## config.mk

```make
export PLATFORM = sky130hd
export DESIGN_NAME = ide_cfg_port
export DESIGN_NICKNAME = d
export VERILOG_FILES = /design/src/rtl/ide_cfg_pkg.sv /design/src/rtl/ide_cfg_index.sv /design/src/rtl/ide_cfg_bank.sv /design/src/rtl/ide_cfg_rdmux.sv /design/src/rtl/ide_cfg_port.sv
export SDC_FILE = /design/constraint.sdc
export NUM_CORES = 1
export LEC_CHECK = 0
export ABC_AREA = 0
export BUFFER_PORTS_ARGS = -buffer_cell sky130_fd_sc_hd__buf_2
export CORE_ASPECT_RATIO = 1.4
export CORE_UTILIZATION = 50
export DETAILED_ROUTE_END_ITERATION = 10
export GPL_TIMING_DRIVEN = 0
export PLACE_DENSITY = 0.79
export SKIP_CTS_REPAIR_TIMING = 1
export SLEW_MARGIN = 40
export SYNTH_ARGS = -nofsm -noshare
export SYNTH_HDL_FRONTEND = slang
export SYNTH_HIERARCHICAL = 1
export SYNTH_SLANG_ARGS = --single-unit
```

## constraint.sdc

```tcl
create_clock -name clk -period 5.18 [get_ports clk]
set_input_delay 1.295 -clock clk [delete_from_list [all_inputs] [get_ports clk]]
set_output_delay 1.295 -clock clk [all_outputs]
set_load 0.02 [all_outputs]
```

## src/rtl/ide_cfg_pkg.sv

```systemverilog
package ide_cfg_pkg;

   localparam int unsigned NUM_BANK    = 10;
   localparam logic [7:0]  BANK_BASE   = 8'h50;
   localparam logic [7:0]  SCRATCH_IDX = 8'h5B;

   localparam int unsigned OFS_CFG   = 0;
   localparam int unsigned OFS_CTRL  = 1;
   localparam int unsigned OFS_CMD   = 2;
   localparam int unsigned OFS_SU0   = 3;
   localparam int unsigned OFS_RW0   = 4;
   localparam int unsigned OFS_SU1   = 5;
   localparam int unsigned OFS_RW1   = 6;
   localparam int unsigned OFS_SU23  = 7;
   localparam int unsigned OFS_RW23  = 8;
   localparam int unsigned OFS_BURST = 9;

   localparam logic [7:0] FAST_DEVSEL_MASK = 8'h27;

   typedef enum logic [1:0] {
      PORT_NONE  = 2'd0,
      PORT_INDEX = 2'd1,
      PORT_DATA  = 2'd2
   } port_sel_e;

   // host-writable bits of each bank byte; the rest are overlaid on read
   function automatic logic [7:0] bank_wmask(input int unsigned ofs);
      case (ofs)
         OFS_CFG:  return 8'hD8;
         OFS_SU23: return 8'hEF;
         default:  return 8'hFF;
      endcase
   endfunction

   function automatic logic [7:0] bank_reset(input int unsigned ofs,
                                             input logic [7:0] burst_rst);
      return (ofs == OFS_BURST) ? burst_rst : 8'h00;
   endfunction

endpackage

```

## src/rtl/ide_cfg_index.sv

```systemverilog
module ide_cfg_index
   import ide_cfg_pkg::*;
#(
   parameter int unsigned ADDR_W   = 3,
   parameter int unsigned DATA_OFS = 4
) (
   input  logic              clk,
   input  logic              rst_n,
   input  logic [ADDR_W-1:0] bus_addr,
   input  logic              bus_wr,
   input  logic [7:0]        bus_wdata,
   output port_sel_e         sel,
   output logic [7:0]        idx,
   output logic              data_wr
);

   localparam logic [ADDR_W-1:0] IDX_ADDR  = '0;
   localparam logic [ADDR_W-1:0] DATA_ADDR = ADDR_W'(DATA_OFS);

   always_comb begin
      if (bus_addr == IDX_ADDR)       sel = PORT_INDEX;
      else if (bus_addr == DATA_ADDR) sel = PORT_DATA;
      else                            sel = PORT_NONE;
   end

   assign data_wr = bus_wr && (sel == PORT_DATA);

   always_ff @(posedge clk or negedge rst_n) begin
      if (!rst_n)                             idx <= 8'h00;
      else if (bus_wr && sel == PORT_INDEX)   idx <= bus_wdata;
   end

   AST_IDX_LATCH: assert property (@(posedge clk) disable iff (!rst_n)
      (bus_wr && bus_addr == IDX_ADDR) |=> idx == $past(bus_wdata));

   AST_IDX_HOLD: assert property (@(posedge clk) disable iff (!rst_n)
      (bus_wr && bus_addr != IDX_ADDR) |=> $stable(idx));

endmodule

```

## src/rtl/ide_cfg_bank.sv

```systemverilog
module ide_cfg_bank
   import ide_cfg_pkg::*;
#(
   parameter logic [7:0] BURST_RST  = 8'h40,
   parameter bit         SCRATCH_EN = 1'b1
) (
   input  logic                  clk,
   input  logic                  rst_n,
   input  logic [7:0]            idx,
   input  logic                  data_wr,
   input  logic [7:0]            wdata,
   output logic [NUM_BANK*8-1:0] bank_q,
   output logic [7:0]            scratch_q
);

   localparam logic [7:0] BANK_LAST = BANK_BASE + 8'(NUM_BANK - 1);

   logic       in_bank;
   logic [7:0] ofs;

   assign in_bank = (idx >= BANK_BASE) && (idx <= BANK_LAST);
   assign ofs     = idx - BANK_BASE;

   for (genvar i = 0; i < NUM_BANK; i++) begin : g_reg
      localparam logic [7:0] MASK = bank_wmask(i);
      localparam logic [7:0] RSTV = bank_reset(i, BURST_RST);
      logic [7:0] q;
      always_ff @(posedge clk or negedge rst_n) begin
         if (!rst_n)
            q <= RSTV;
         else if (data_wr && in_bank && ofs == 8'(i))
            q <= (q & ~MASK) | (wdata & MASK);
      end
      assign bank_q[i*8 +: 8] = q;
   end

   if (SCRATCH_EN) begin : g_scratch
      always_ff @(posedge clk or negedge rst_n) begin
         if (!rst_n)                             scratch_q <= 8'h00;
         else if (data_wr && idx == SCRATCH_IDX) scratch_q <= wdata;
      end
      AST_SCRATCH_WR: assert property (@(posedge clk) disable iff (!rst_n)
         (data_wr && idx == SCRATCH_IDX) |=> scratch_q == $past(wdata));
   end else begin : g_no_scratch
      assign scratch_q = 8'h00;
   end

   AST_UNIMP_WR: assert property (@(posedge clk) disable iff (!rst_n)
      (data_wr && !in_bank && idx != SCRATCH_IDX) |=> $stable(bank_q));

endmodule

```

## src/rtl/ide_cfg_rdmux.sv

```systemverilog
module ide_cfg_rdmux
   import ide_cfg_pkg::*;
#(
   parameter int unsigned REVISION   = 2,
   parameter bit          ALT_LOC    = 1'b0,
   parameter bit          SCRATCH_EN = 1'b1
) (
   input  port_sel_e             sel,
   input  logic [7:0]            idx,
   input  logic [NUM_BANK*8-1:0] bank_q,
   input  logic [7:0]            scratch_q,
   input  logic                  irq_pri,
   input  logic                  irq_sec,
   output logic [7:0]            rd_byte
);

   localparam logic [1:0] REV_BITS = 2'(REVISION);

   logic [7:0] bank_byte;
   logic       bank_hit;

   always_comb begin
      bank_byte = 8'h00;
      bank_hit  = 1'b0;
      for (int i = 0; i < NUM_BANK; i++) begin
         if (idx == BANK_BASE + 8'(i)) begin
            bank_hit  = 1'b1;
            bank_byte = bank_q[i*8 +: 8];
            if (i == OFS_CFG) begin
               bank_byte[1:0] = REV_BITS;
               bank_byte[2]   = irq_pri;
               bank_byte[5]   = ALT_LOC;
            end
            if (i == OFS_SU23)
               bank_byte[4] = irq_sec;
         end
      end
   end

   always_comb begin
      rd_byte = 8'h00;
      case (sel)
         PORT_INDEX: rd_byte = idx;
         PORT_DATA: begin
            if (bank_hit)                              rd_byte = bank_byte;
            else if (SCRATCH_EN && idx == SCRATCH_IDX) rd_byte = scratch_q;
         end
         default: rd_byte = 8'h00;
      endcase
   end

endmodule

```

## src/rtl/ide_cfg_port.sv

```systemverilog
module ide_cfg_port
   import ide_cfg_pkg::*;
#(
   parameter int unsigned ADDR_W     = 3,
   parameter int unsigned DATA_OFS   = 4,
   parameter int unsigned REVISION   = 2,
   parameter bit          ALT_LOC    = 1'b0,
   parameter logic [7:0]  BURST_RST  = 8'h40,
   parameter bit          SCRATCH_EN = 1'b1
) (
   input  logic              clk,
   input  logic              rst_n,
   input  logic [ADDR_W-1:0] bus_addr,
   input  logic              bus_wr,
   input  logic              bus_rd,
   input  logic [7:0]        bus_wdata,
   output logic [7:0]        bus_rdata,
   input  logic              irq_pri,
   input  logic              irq_sec,
   output logic [7:0]        cmd_timing,
   output logic [23:0]       drv_setup,
   output logic [23:0]       drv_rw,
   output logic [7:0]        burst_size,
   output logic [3:0]        prefetch_off,
   output logic              chan2_en,
   output logic              fast_devsel
);

   if (REVISION < 1 || REVISION > 3) begin : g_bad_revision
      $error("REVISION must be 1..3");
   end
   if (ADDR_W < 1 || ADDR_W > 16) begin : g_bad_addr_w
      $error("ADDR_W must be 1..16");
   end
   if (DATA_OFS == 0 || DATA_OFS >= (1 << ADDR_W)) begin : g_bad_data_ofs
      $error("DATA_OFS must be non-zero and fit in ADDR_W bits");
   end

   port_sel_e             sel;
   logic [7:0]            idx;
   logic                  data_wr;
   logic [NUM_BANK*8-1:0] bank_q;
   logic [7:0]            scratch_q;
   logic [7:0]            rd_byte;
   logic [7:0]            ctrl_q;
   logic [7:0]            su23_q;

   ide_cfg_index #(.ADDR_W(ADDR_W), .DATA_OFS(DATA_OFS)) i_index (
      .clk(clk), .rst_n(rst_n), .bus_addr(bus_addr), .bus_wr(bus_wr),
      .bus_wdata(bus_wdata), .sel(sel), .idx(idx), .data_wr(data_wr)
   );

   ide_cfg_bank #(.BURST_RST(BURST_RST), .SCRATCH_EN(SCRATCH_EN)) i_bank (
      .clk(clk), .rst_n(rst_n), .idx(idx), .data_wr(data_wr),
      .wdata(bus_wdata), .bank_q(bank_q), .scratch_q(scratch_q)
   );

   ide_cfg_rdmux #(.REVISION(REVISION), .ALT_LOC(ALT_LOC),
                   .SCRATCH_EN(SCRATCH_EN)) i_rdmux (
      .sel(sel), .idx(idx), .bank_q(bank_q), .scratch_q(scratch_q),
      .irq_pri(irq_pri), .irq_sec(irq_sec), .rd_byte(rd_byte)
   );

   always_ff @(posedge clk or negedge rst_n) begin
      if (!rst_n) bus_rdata <= 8'h00;
      else        bus_rdata <= bus_rd ? rd_byte : 8'h00;
   end

   assign ctrl_q       = bank_q[OFS_CTRL*8 +: 8];
   assign su23_q       = bank_q[OFS_SU23*8 +: 8];
   assign cmd_timing   = bank_q[OFS_CMD*8 +: 8];
   assign drv_setup    = {su23_q, bank_q[OFS_SU1*8 +: 8], bank_q[OFS_SU0*8 +: 8]};
   assign drv_rw       = {bank_q[OFS_RW23*8 +: 8], bank_q[OFS_RW1*8 +: 8],
                          bank_q[OFS_RW0*8 +: 8]};
   assign burst_size   = bank_q[OFS_BURST*8 +: 8];
   assign prefetch_off = {su23_q[3], su23_q[2], ctrl_q[7], ctrl_q[6]};
   assign chan2_en     = ctrl_q[3];
   assign fast_devsel  = (ctrl_q & FAST_DEVSEL_MASK) == FAST_DEVSEL_MASK;

   localparam logic [ADDR_W-1:0] DATA_ADDR = ADDR_W'(DATA_OFS);

   AST_RDATA_IDLE: assert property (@(posedge clk) disable iff (!rst_n)
      !bus_rd |=> bus_rdata == 8'h00);

   AST_REV_FIELD: assert property (@(posedge clk) disable iff (!rst_n)
      (bus_rd && bus_addr == DATA_ADDR && idx == BANK_BASE)
      |=> bus_rdata[1:0] == 2'(REVISION));

   AST_IRQ_SEC: assert property (@(posedge clk) disable iff (!rst_n)
      (bus_rd && bus_addr == DATA_ADDR && idx == BANK_BASE + 8'(OFS_SU23))
      |=> bus_rdata[4] == $past(irq_sec));

   AST_BURST_RST: assert property (@(posedge clk) disable iff (!rst_n)
      (!$past(rst_n) && !$past(bus_wr)) |-> burst_size == BURST_RST);

endmodule

```

==> flow_summary.json <==
{
  "status": "finished clean",
  "top_layer": "met4",
  "crit_end": "i_bank/g_reg[3].q[0]$_DFFE_PN0P_",
  "routedWlPerCell_um": 20.9,
  "cts_tree": "yes",
  "diodes": 0,
  "grt_first_pass_wirelength_um": 20900,
  "finalSetupViolations": 0,
  "coreArea_um2": 9950,
  "crit_start": "bus_addr[1]",
  "grt_max_degree": 62,
  "hold_violations": 0,
  "die_y_um": 122,
  "hp-class": "reg -> reg",
  "hp-start": "i_bank/g_reg[0].q[3]$_DFFE_PN0P_",
  "placedCellCount": 635,
  "period_needed_ns": 3.51,
  "critical_path_class": "in -> reg",
  "num_rows": 43,
  "clk_pin_slew_ns": 0.06,
  "cts.sinks": 99,
  "r2r_cells": 4,
  "via_count": 3905,
  "place_area_um2": 5820,
  "regToRegStartpoint": "i_index/idx[5]$_DFFE_PN0P_",
  "cp.required_ns": 5.41,
  "fin_skew_ns": 0.00921,
  "arrival_ns": 3.74,
  "timing.fmax_mhz": 285,
  "die_area_um2": 10700,
  "wl_met3_um": 917,
  "tightest_slew_ns": 0.855,
  "wl_um": 13600,
  "drive_gt1_share_pct": 46.3,
  "post-route-period-util_pct": 67.8,
  "grt_pass1_vias": 3779,
  "postSynthCellCount": 406,
  "h-tree-depth": 3,
  "p_per_area_nw_per_um2": 298,
  "vdd_ir_drop_max_uv": 204,
  "place.gp.congestion": 0.915,
  "p_leak_nw": 3.16,
  "dr.pass1.iters": 5,
  "maxCapViolCount": 0,
  "gr-usage-all-layers_pct": 26.6,
  "critPathLaunchType": "input port",
  "numPortBuffers": 93,
  "final_max_slew_viol_count": 0,
  "met1Wirelength_um": 5340,
  "grt.overflow.total": 0,
  "die_w_um": 87.8,
  "reg2reg_to": "i_bank/g_reg[6].q[7]$_DFFE_PN0P_",
  "avgSynthCellArea_um2": 12.7,
  "viasPerCell": 6.00,
  "fin_cells": 651,
  "min_path_cells": 1,
  "fin_tns_setup_ns": 0,
  "clk_latency_ns": 0.34,
  "fillCellCount": 822,
  "rsz0062_at_grt": "no",
  "relSlewSlack_pct": 42.6,
  "fin_area_um2": 6120,
  "ant_nets": 0,
  "cts_made_buffers": 9,
  "power_mw": 1.82,
  "synth_nets": 425,
  "r2r_slack_ns": 2.80,
  "ys_warn_count": 6,
  "cts-root-buf": "clkbuf_16",
  "syn_to_final_growth_pct": 18.7,
  "antenna_found_initial": 0,
  "cp-end-kind": "flip-flop",
  "dr_wl_met2_um": 6860,
  "clock_path_buffers": 2,
  "drt_iter0_markers": 369,
  "syn_area_um2": 5150,
  "ios": 95,
  "crit_fanout": 8,
  "nets": 530,
  "fin_hold_ws_ns": 0.507,
  "start_util_pct": 51.8,
  "dp_hpwl_um": 9930,
  "drc": 0
}
-- metrics by stage --
step | setup slack [ns] | utilization (%)
4_1_cts | 1.72 | 61.4
5_1_grt | 1.56 | 61.5
6_report | 1.67 | 61.5
3_5_place_dp | 1.36 | 58.5
3_3_place_gp | 1.44 | 58.2
2_1_floorplan | 2.11 | -
-- worst max-delay path, stage by stage --
cell,delay (ns)
buf_2,0.12
nor3b_1,0.31
and2_1,0.27
nor4bb_1,0.61
nand4_1,0.63
mux2_2,0.49
-- flip-flops by register name (all words and copies together) (netlist names) --
signal,count
bus_rdata,8
i_bank/g.q,75
i_index/idx,8
i_bank/scratch_q,8
-- layout make-up --
| type | count | area [um2] | area share [%] |
|---|---|---|---|
| inverter | 7 | 26.3 | 0.429 |
| clock buffer | 13 | 270 | 4.42 |
| timing repair buffer | 94 | 499 | 8.16 |
| clock inverter | 3 | 18.8 | 0.307 |
| sequential | 99 | 2480 | 40.5 |
| multi-input combinational | 268 | 2480 | 40.6 |
| tap | 135 | 169 | 2.76 |
| buffer | 32 | 175 | 2.86 |
-- worst min path at each step --
stage | endpoint | slack [ns]
2_1_floorplan | i_bank/g_reg[0].q[3]$_DFFE_PN0P_ | 0.47
4_1_cts | i_bank/g_reg[0].q[3]$_DFFE_PN0P_ | 0.51
6_report | i_bank/g_reg[0].q[3]$_DFFE_PN0P_ | 0.51
3_3_place_gp | i_bank/g_reg[0].q[3]$_DFFE_PN0P_ | 0.48
5_1_grt | i_bank/scratch_q[2]$_DFFE_PN0P_ | 0.53
3_5_place_dp | i_bank/g_reg[0].q[3]$_DFFE_PN0P_ | 0.50
-- metal layers --
metal,vias to the layer above,global-route usage [%]
met1,1940,33.2
met2,197,43.8
li1,1731,-
met5,-,0
met4,0,13.7
met3,37,4.61
-- power breakdown --
| part | leakage (nW) | switching [mW] | internal (mW) |
|---|---|---|---|
| combinational | 1.65 | 0.216 | 0.126 |
| clock | 0.146 | 0.275 | 0.365 |
| sequential | 1.36 | 0.0406 | 0.799 |
| total | 3.16 | 0.532 | 1.29 |
-- placed cells by master (no fill, tap or decap), types with 3 or more instances in the layout --
| master | instances |
|---|---|
| buf_2 | 94 |
| a22oi_1 | 7 |
| clkbuf_8 | 3 |
| a21boi_0 | 3 |
| o21ai_0 | 11 |
| nor2_1 | 10 |
| clkbuf_16 | 9 |
| dfrtp_1 | 98 |
| and2_1 | 11 |
| nand4_1 | 3 |
| inv_1 | 6 |
| nor4_4 | 4 |
| mux2i_1 | 8 |
| a31oi_1 | 4 |
| mux4_2 | 5 |
| o211ai_1 | 3 |
| nand2_1 | 15 |
| nor2b_1 | 3 |
| clkbuf_1 | 14 |
| mux2_4 | 16 |
| nand2b_1 | 4 |
| nand3_1 | 4 |
| a21oi_1 | 11 |
| mux2_2 | 81 |
| a21o_1 | 6 |
| nor4bb_1 | 3 |
| buf_6 | 5 |
| buf_4 | 6 |
| and3_1 | 3 |
| a311oi_1 | 3 |
| buf_1 | 7 |
| nor3_1 | 7 |
| nand4b_1 | 3 |
No activity file was read; power rests on OpenSTA's default activity.
